File: src/rtl/srs_pkg.sv
package srs_pkg;
  typedef enum logic [2:0] {
    ST_IDLE,
    ST_ADDR,
    ST_AWAIT,
    ST_LOAD,
    ST_TX,
    ST_MACK
  } rd_state_e;

  localparam logic [4:0] ADDR_FIXED = 5'b11000;
  localparam int STATUS_W = 8;
endpackage

File: src/rtl/pin_sync.sv
module pin_sync #(
  parameter int W = 3,
  parameter int STAGES = 2,
  parameter logic [W-1:0] RST_VAL = '1
) (
  input  logic         clk,
  input  logic         rst,
  input  logic [W-1:0] d_i,
  output logic [W-1:0] q_o,
  output logic [W-1:0] q_prev_o
);
  logic [STAGES-1:0][W-1:0] stg;

  always_ff @(posedge clk) begin
    if (rst) begin
      stg      <= {STAGES{RST_VAL}};
      q_prev_o <= RST_VAL;
    end else begin
      stg      <= {stg[STAGES-2:0], d_i};
      q_prev_o <= stg[STAGES-1];
    end
  end

  assign q_o = stg[STAGES-1];
endmodule

File: src/rtl/lvl_encode.sv
module lvl_encode #(
  parameter int LVL_W  = 4,
  parameter int CODE_W = 3
) (
  input  logic [LVL_W-1:0]  thermo_i,
  output logic [CODE_W-1:0] code_o
);
  // highest set comparator wins; equals the count for a clean thermometer
  always_comb begin
    code_o = '0;
    for (int i = 0; i < LVL_W; i++) begin
      if (thermo_i[i]) code_o = CODE_W'(i + 1);
    end
  end

  always_comb begin
    p_code_range_r8: assert (code_o <= CODE_W'(LVL_W));
    if (thermo_i == '0) p_code_zero_r8: assert (code_o == '0);
  end
endmodule

File: src/rtl/pof_reg.sv
module pof_reg (
  input  logic clk,
  input  logic rst,
  input  logic set_i,
  input  logic clr_i,
  output logic pof_o
);
  always_ff @(posedge clk) begin
    if (rst || set_i) pof_o <= 1'b1;
    else if (clr_i)   pof_o <= 1'b0;
  end

  p_set_wins_r7: assert property (@(posedge clk) disable iff (rst)
    set_i |=> pof_o);
  p_clear_r7: assert property (@(posedge clk) disable iff (rst)
    (clr_i && !set_i) |=> !pof_o);
endmodule

File: src/rtl/rd_engine.sv
module rd_engine
  import srs_pkg::*;
(
  input  logic                clk,
  input  logic                rst,
  input  logic                scl_i,
  input  logic                scl_prev_i,
  input  logic                sda_i,
  input  logic                sda_prev_i,
  input  logic [1:0]          sel_i,
  input  logic [STATUS_W-1:0] status_i,
  output logic                sda_oe_o,
  output logic                rd_done_o
);
  rd_state_e           st;
  logic [2:0]          cnt;
  logic [STATUS_W-1:0] sh;
  logic [STATUS_W-1:0] addr_byte;

  logic scl_rise, scl_fall, start_c, stop_c;
  assign scl_rise  = scl_i & ~scl_prev_i;
  assign scl_fall  = ~scl_i & scl_prev_i;
  assign start_c   = scl_i & scl_prev_i & sda_prev_i & ~sda_i;
  assign stop_c    = scl_i & scl_prev_i & ~sda_prev_i & sda_i;
  assign addr_byte = {sh[STATUS_W-2:0], sda_i};

  always_ff @(posedge clk) begin
    if (rst) begin
      st        <= ST_IDLE;
      cnt       <= '0;
      sh        <= '0;
      sda_oe_o  <= 1'b0;
      rd_done_o <= 1'b0;
    end else begin
      rd_done_o <= 1'b0;
      if (start_c) begin
        st       <= ST_ADDR;
        cnt      <= '0;
        sda_oe_o <= 1'b0;
      end else if (stop_c) begin
        st       <= ST_IDLE;
        sda_oe_o <= 1'b0;
      end else begin
        unique case (st)
          ST_IDLE: ;
          ST_ADDR: if (scl_rise) begin
            sh <= addr_byte;
            if (cnt == 3'd7) begin
              cnt <= '0;
              st  <= (addr_byte == {ADDR_FIXED, sel_i, 1'b1}) ? ST_AWAIT : ST_IDLE;
            end else begin
              cnt <= cnt + 3'd1;
            end
          end
          ST_AWAIT: if (scl_fall) begin
            sda_oe_o <= 1'b1;
            st       <= ST_LOAD;
          end
          ST_LOAD: if (scl_fall) begin
            sh       <= {status_i[STATUS_W-2:0], 1'b0};
            sda_oe_o <= ~status_i[STATUS_W-1];
            cnt      <= '0;
            st       <= ST_TX;
          end
          ST_TX: if (scl_fall) begin
            if (cnt == 3'd7) begin
              sda_oe_o <= 1'b0;
              st       <= ST_MACK;
            end else begin
              sda_oe_o <= ~sh[STATUS_W-1];
              sh       <= {sh[STATUS_W-2:0], 1'b0};
              cnt      <= cnt + 3'd1;
            end
          end
          ST_MACK: if (scl_rise) begin
            if (sda_i) begin
              st        <= ST_IDLE;
              rd_done_o <= 1'b1;
            end else begin
              st <= ST_LOAD;
            end
          end
          default: st <= ST_IDLE;
        endcase
      end
    end
  end

  p_drive_scl_low_r4: assert property (@(posedge clk) disable iff (rst)
    !$stable(sda_oe_o) |-> $past(scl_fall || start_c || stop_c));
  p_idle_quiet_r2: assert property (@(posedge clk) disable iff (rst)
    (st == ST_IDLE) |-> !sda_oe_o);
  p_mack_release_r5: assert property (@(posedge clk) disable iff (rst)
    (st == ST_MACK) |-> !sda_oe_o);
  p_nack_end_r6: assert property (@(posedge clk) disable iff (rst)
    (st == ST_MACK && scl_rise && sda_i && !start_c && !stop_c)
      |=> (st == ST_IDLE && !sda_oe_o && rd_done_o));
endmodule

File: src/rtl/stat_rd_slave.sv
module stat_rd_slave
  import srs_pkg::*;
#(
  parameter int SYNC_STAGES = 2,
  parameter int LVL_W       = 4,
  parameter int CODE_W      = 3
) (
  input  logic             clk,
  input  logic             rst,
  input  logic             scl_i,
  input  logic             sda_i,
  output logic             sda_oe_o,
  input  logic [1:0]       addr_sel_i,
  input  logic             lock_i,
  input  logic             low_supply_i,
  input  logic [LVL_W-1:0] lvl_thermo_i
);
  localparam int FILL_W = STATUS_W - 2 - CODE_W;

  logic [2:0] pins_q, pins_prev;
  logic [CODE_W-1:0] code;
  logic pof, rd_done;
  logic [STATUS_W-1:0] status;

  pin_sync #(.W(3), .STAGES(SYNC_STAGES), .RST_VAL(3'b011)) u_sync (
    .clk(clk), .rst(rst),
    .d_i({low_supply_i, sda_i, scl_i}),
    .q_o(pins_q), .q_prev_o(pins_prev)
  );

  lvl_encode #(.LVL_W(LVL_W), .CODE_W(CODE_W)) u_enc (
    .thermo_i(lvl_thermo_i), .code_o(code)
  );

  pof_reg u_pof (
    .clk(clk), .rst(rst), .set_i(pins_q[2]), .clr_i(rd_done), .pof_o(pof)
  );

  assign status = {pof, lock_i, {FILL_W{1'b1}}, code};

  rd_engine u_eng (
    .clk(clk), .rst(rst),
    .scl_i(pins_q[0]), .scl_prev_i(pins_prev[0]),
    .sda_i(pins_q[1]), .sda_prev_i(pins_prev[1]),
    .sel_i(addr_sel_i), .status_i(status),
    .sda_oe_o(sda_oe_o), .rd_done_o(rd_done)
  );
endmodule

File: config.mk
export PLATFORM = sky130hd
export DESIGN_NAME = stat_rd_slave
export DESIGN_NICKNAME = d
export VERILOG_FILES = /design/src/rtl/srs_pkg.sv /design/src/rtl/pin_sync.sv /design/src/rtl/lvl_encode.sv /design/src/rtl/pof_reg.sv /design/src/rtl/rd_engine.sv /design/src/rtl/stat_rd_slave.sv
export SDC_FILE = /design/constraint.sdc
export NUM_CORES = 1
export LEC_CHECK = 0
export BUFFER_PORTS_ARGS = -buffer_cell sky130_fd_sc_hd__buf_2
export CAP_MARGIN = 20
export CORE_MARGIN = 5
export CORE_UTILIZATION = 55
export DETAILED_ROUTE_END_ITERATION = 6
export HOLD_SLACK_MARGIN = 0.05
export PLACE_DENSITY_LB_ADDON = 0.12
export SKIP_CTS_REPAIR_TIMING = 1
export SLEW_MARGIN = 10
export SYNTH_ARGS = -nofsm -noshare
export SYNTH_HDL_FRONTEND = slang
export SYNTH_HIERARCHICAL = 1
export SYNTH_SLANG_ARGS = --single-unit
export TNS_END_PERCENT = 5
File: constraint.sdc
create_clock -name clk -period 4.72 [get_ports clk]
set_clock_uncertainty 0.1 [all_clocks]
set_input_delay 0.944 -clock clk [delete_from_list [all_inputs] [get_ports clk]]
set_output_delay 0.944 -clock clk [all_outputs]
set_load 0.05 [all_outputs]
==> results.ini, run 1 <==
[power]
power_frac_clock_pct = 25.5
p_sw_mw = 0.0989
switching_share_pct = 26.5
total_power_mw = 0.374
p_int_mw = 0.275
p_per_area_mw_per_mm2 = 269
peakVddDrop_mv = 0.195
cellLeakagePower_nw = 0.515
seq_power_share_pct = 61.3
combPwrFrac_pct = 13.2

[worst_setup_path]
cp-startpoint = u_eng/st[0]$_SDFFE_PP0P_
ff2ff_setup_slack_ns = 1.89
critPathCaptureType = flip-flop
required_ns = 4.86
timing.rr.start = u_eng/st[0]$_SDFFE_PP0P_
cp_data_arrival_time_ns = 2.97
cp_max_fo = 21
startpoint_type = flip-flop
crit_slowest_cell = a21oi_2
r2r_end = u_eng/sh[3]$_SDFFE_PP0P_
path_buf_inv = 0
cp_top_family = compound AO/OA/AOI/OAI gates
crit_chain = nor2b_1 -> o32ai_1 -> a21oi_2 -> nor2_1 -> a311oi_2
ff2ff_path_depth = 5
worstSetupPathType = reg2reg
cp.depth = 5
critPathCapture = u_eng/sh[3]$_SDFFE_PP0P_
slowest_delay_ns = 0.77

[placed_design]
dp_slack_ns = 1.97
placed_area_mm2 = 0.00137
gp_congestion = 0.847
dp_hpwl_um = 1870
io_buffers = 12

[floorplanning]
start_util_pct = 55.9
die_w_um = 59.5
num_rows = 18
ioPinCount = 13
dieArea_mm2 = 0.00354
die_h_um = 59.5
coreArea_mm2 = 0.00241

[synthesis]
synth.avg_cell_area_um2 = 8.22
synth_cells = 164
syn_area_mm2 = 0.00135
yosysWarnings = 6

[sta]
rsz0062_at_grt = false
worst_slack_ns = 1.89
slew_headroom_pct = 34.9
worst_slew_pin_slew_ns = 0.976
fin_setup_tns_ns = 0
period_share_pct = 59.9
fin_crit_ns = 2.83
hold_viol = 0
clock.fmax_ghz = 0.353
maxSlewViolCount = 0
setup_viol = 0

[finish]
area_delta_synth_final_pct = 3.25
most-common-layout-cells = dfxtp_1, nand2_1, nor2_1, nand3_1, buf_2
final_net_count = 184
fillCellCount = 213
layout_commonest_cell = dfxtp_1
drive_above_1_share_pct = 13.6
fin_area_mm2 = 0.00139
n_antenna_cell = 0

[global_routing]
overflow = 0
antenna_found_initial = 0
grt_max_degree = 23
grt_util_all_layers_pct = 16.8
grt_pass1_wl_um = 4540
grt_pass1_vias = 1023

[worst_hold_path]
hp-class = reg2reg
hp-start = u_eng/rd_done_o$_SDFF_PP0_

[routing]
post-route-drc-count = 0
wl_met1_um = 1250
initialDrtViolationCount = 32
post_drt_wl_per_cell_um = 13.3
topRoutingLayerUsed = met4
wl_um = 2650
postRouteAntennaNets = 0
dr.pass1.iters = 4
vias = 1154
routed_via_density = 5.80
wl_met2_um = 1210
met3RoutedLength_um = 152

[clocking]
clkTransAtPathRegs_ns = 0.13
cts_max_level = 1
cts_buffer_depth = 2
clock_latency_ns = 0.32
cts_sinks = 25
cts_tree = built
cts_buffers = 3
cts-root-buf = clkbuf_4

[status]
outcome = complete, no violations

[job]
drv_cap = 0

[worst min-delay path by stage]
stage                                to  slack, ns  cells after the start
2_1_floorplan  u_pof/pof_o$_SDFFE_PP1P_       0.28                      1
3_3_place_gp   u_pof/pof_o$_SDFFE_PP1P_       0.28                      1
3_5_place_dp   u_pof/pof_o$_SDFFE_PP1P_       0.29                      1
4_1_cts        u_pof/pof_o$_SDFFE_PP1P_       0.31                      1
5_1_grt        u_sync/q_o[1]$_SDFF_PP1_       0.33                      1
6_report       u_pof/pof_o$_SDFFE_PP1P_       0.30                      1
[state kept, by name, indices dropped and copies added, names as in the netlist]
register         count
u_pof/pof_o          1
u_eng/sh             8
u_eng/cnt            3
u_eng/rd_done_o      1
u_sync/q_o           3
u_sync/q_prev_o      2
u_sync/stg           3
u_eng/sda_oe_o       1
u_eng/st             3
[through the flow]
stage / hold slack, ns / util, % / instances
floorplan: 0.281 / - / 166
detailed placement: 0.288 / 56.6 / 195
global route: 0.334 / 57.7 / 199
finish: 0.305 / 57.7 / 199
global placement: 0.282 / 56.6 / 195
CTS: 0.307 / 57.7 / 199
[per-layer routing]
metal / up-vias / global-route usage [%]
met5: - / 0
met1: 524 / 22.9
met3: 6 / 3.27
met2: 44 / 25.9
li1: 580 / -
met4: 0 / 6.65
[layout make-up]
| class | instances | area (µm²) | share of cell area, % |
|---|---|---|---|
| clock buffer | 4 | 26.3 | 1.89 |
| multi-input combinational | 120 | 737 | 53.0 |
| tap | 30 | 37.5 | 2.70 |
| inverter | 8 | 30.0 | 2.16 |
| sequential | 25 | 500 | 36.0 |
| timing repair buffer | 12 | 60.1 | 4.32 |
[power by group through the flow]
stage	clock network [mW]	logic [mW]	registers (mW)
after global routing	0.107	0.0553	0.231
after CTS	0.0992	0.0493	0.229
after global placement	0	0.0472	0.233
after floorplan	0	0.0450	0.230
after detailed placement	0	0.0491	0.234
final	0.0952	0.0495	0.229
Power figures use the tool's default switching activity.
==> run 2: changes to the inputs <==
--- a/config.mk
+++ b/config.mk
@@ -8,7 +8,7 @@
 export BUFFER_PORTS_ARGS = -buffer_cell sky130_fd_sc_hd__buf_2
 export CAP_MARGIN = 20
 export CORE_MARGIN = 5
-export CORE_UTILIZATION = 55
+export CORE_UTILIZATION = 52
 export DETAILED_ROUTE_END_ITERATION = 6
 export HOLD_SLACK_MARGIN = 0.05
 export PLACE_DENSITY_LB_ADDON = 0.12
==> constraint.sdc (replaced) <==
create_clock -name clk -period 2.4 [get_ports clk]
set_clock_uncertainty 0.1 [all_clocks]
set_input_delay 0.48 -clock clk [delete_from_list [all_inputs] [get_ports clk]]
set_output_delay 0.48 -clock clk [all_outputs]
set_load 0.05 [all_outputs]
==> run 2 against run 1 <==
Effect of this change: design area rose by 3.1%; sequential cell count did not move; critical path type unchanged; critical endpoint is now u_eng/sh[5]$_SDFFE_PP0P_; total power rose by 100%; sequential power rose by 98%.
==> results.ini, run 2 (synthesis gave the netlist of run 1 again) <==
[power]
seq_power_share_pct = 59.2  ; -2.1 points
switching_share_pct = 28.3  ; +1.9 points
combPwrFrac_pct = 13.4  ; +0.2 points
cellLeakagePower_nw = 0.545  ; +5.9%
total_power_mw = 0.765  ; +100%
peakVddDrop_mv = 0.359  ; +84%
p_int_mw = 0.548  ; +99%
p_per_area_mw_per_mm2 = 534  ; +99%
power_frac_clock_pct = 27.4  ; +1.9 points
p_sw_mw = 0.217  ; +120%

[sta]
fin_setup_tns_ns = 0  ; unchanged
holdWs_ns = 0.203  ; -0.102 ns
rsz0062_at_grt = false
maxSlewViolCount = 0  ; unchanged
clock.fmax_ghz = 0.475  ; +34%
fin_crit_ns = 2.10  ; -0.726 ns
worst_slew_pin_slew_ns = 0.496  ; -0.480 ns
hold_viol = 0  ; unchanged
slew_headroom_pct = 66.6  ; +32 points
period_share_pct = 87.7  ; +28 points
setup_viol = 0  ; unchanged

[worst_hold_path]
hp-class = in2reg

[status]
outcome = complete, no violations

[floorplanning]
die_h_um = 60.9  ; +2.4%
coreArea_mm2 = 0.00248  ; +2.8%
dieArea_mm2 = 0.00371  ; +4.8%
start_util_pct = 54.4  ; -1.5 points
ioPinCount = 13  ; unchanged
num_rows = 18  ; unchanged
die_w_um = 60.9  ; +2.4%

[job]
drv_cap = 0  ; unchanged

[global_routing]
grt_max_degree = 22  ; -4.3%
overflow = 0  ; unchanged
grt_pass1_vias = 1165  ; +14%
grt_util_all_layers_pct = 18.2  ; +1.4 points
grt_pass1_wl_um = 4890  ; +7.8%
antenna_found_initial = 0  ; unchanged

[routing]
post-route-drc-count = 0  ; unchanged
dr.pass1.iters = 4  ; unchanged
vias = 1194  ; +3.5%
routed_via_density = 5.85  ; +0.93%
postRouteAntennaNets = 0  ; unchanged
initialDrtViolationCount = 53  ; +66%
wl_um = 2770  ; +4.5%
post_drt_wl_per_cell_um = 13.6  ; +2.0%

[finish]
drive_above_1_share_pct = 16.7  ; +3.1 points
area_delta_synth_final_pct = 6.41
most-common-layout-cells = dfxtp_1, nand2_1, nor2_1, nand3_1, buf_2
final_net_count = 189  ; +2.7%
final_util_pct = 57.9  ; +0.14 points
fin_area_mm2 = 0.00143  ; +3.1%
layout_commonest_cell = dfxtp_1
fillCellCount = 250  ; +17%
largest_reg_flops = 8  ; unchanged
largest-register = u_eng/sh
n_antenna_cell = 0  ; unchanged

[worst_setup_path]
cp_max_fo = 21  ; unchanged
required_ns = 2.56  ; -2.30 ns
critPathCaptureType = flip-flop
worstSetupPathType = reg2reg
cp_data_arrival_time_ns = 2.27  ; -0.70 ns
startpoint_type = flip-flop

[clocking]
clock_latency_ns = 0.34  ; +0.02 ns
cts_tree = built
cts_sinks = 25  ; unchanged
cts_buffers = 3  ; unchanged
cts_buffer_depth = 2  ; unchanged
cts-root-buf = clkbuf_4
cts_max_level = 1  ; unchanged
clkTransAtPathRegs_ns = 0.15  ; +0.02 ns

[placed_design]
io_buffers = 12  ; unchanged
gp_congestion = 0.912  ; +7.7%
dp_hpwl_um = 2050  ; +9.8%
placed_area_mm2 = 0.00140  ; +2.8%

run 2: cell count changes in the layout (fill, tap and decap cells not counted):
| cell | previous run | this run |
|---|---|---|
| clkbuf_1 | 1 | 0 |
| inv_6 | 0 | 1 |
| buf_4 | 0 | 5 |
run 2: worst max-delay path, stage by stage, from the launching register on:
cell and delay (ns):
dfxtp_1 0.36, ha_1 0.20, ha_1 0.24, nor4b_1 0.26, o32ai_1 0.18, a21oi_2 0.13
buf_4 0.26, nor2_1 0.09, a311oi_2 0.22
run 2: metal layers:
metal	global-route usage [%]	share of wire (%)	routed length (µm)
met1	21.2	44	1230
met4	11.5	2.1	59
met2	29.5	48	1320
met3	5.11	5.7	157
met5	0	0	0
run 2: area by class of cell:
| type | instances | area, µm² | share of cell area [%] |
|---|---|---|---|
| clock buffers | 3 | 22.5 | 1.57 |
| clock inverters | 1 | 8.76 | 0.611 |
| inverters | 8 | 30.0 | 2.09 |
| multi-input cells | 120 | 737 | 51.4 |
| flip-flops and latches | 25 | 500 | 34.9 |
| well taps | 30 | 37.5 | 2.62 |
| repair buffers | 17 | 97.6 | 6.81 |
run 2: power groups by stage:
stage	sequential [mW]	combinational (mW)	clock, mW
after floorplan	0.453	0.0884	0
after global placement	0.460	0.0995	0
after detailed placement	0.462	0.102	0
after CTS	0.452	0.102	0.221
after global routing	0.455	0.116	0.246
final	0.453	0.103	0.210
run 2: worst paths after layout:
path	from	to	slack, ns	depth (start not counted)
worst max-delay path	u_eng/cnt[0]$_SDFFE_PP0P_	u_eng/sh[5]$_SDFFE_PP0P_	0.30	8
worst min-delay path	scl_i	u_sync/stg[0]$_SDFF_PP1_	0.20	2
worst min register to register	u_eng/rd_done_o$_SDFF_PP0_	u_pof/pof_o$_SDFFE_PP1P_	0.32	1
worst max register to register	u_eng/cnt[0]$_SDFFE_PP0P_	u_eng/sh[5]$_SDFFE_PP0P_	0.30	8
run 2: per-stage QoR:
| stage | std cells | worst slack, ns |
|---|---|---|
| 6_report | 204 | 0.296 |
| 3_5_place_dp | 200 | 0.305 |
| 3_3_place_gp | 200 | 0.414 |
| 2_1_floorplan | 166 | 0.546 |
| 5_1_grt | 204 | 0.0950 |
| 4_1_cts | 204 | 0.289 |
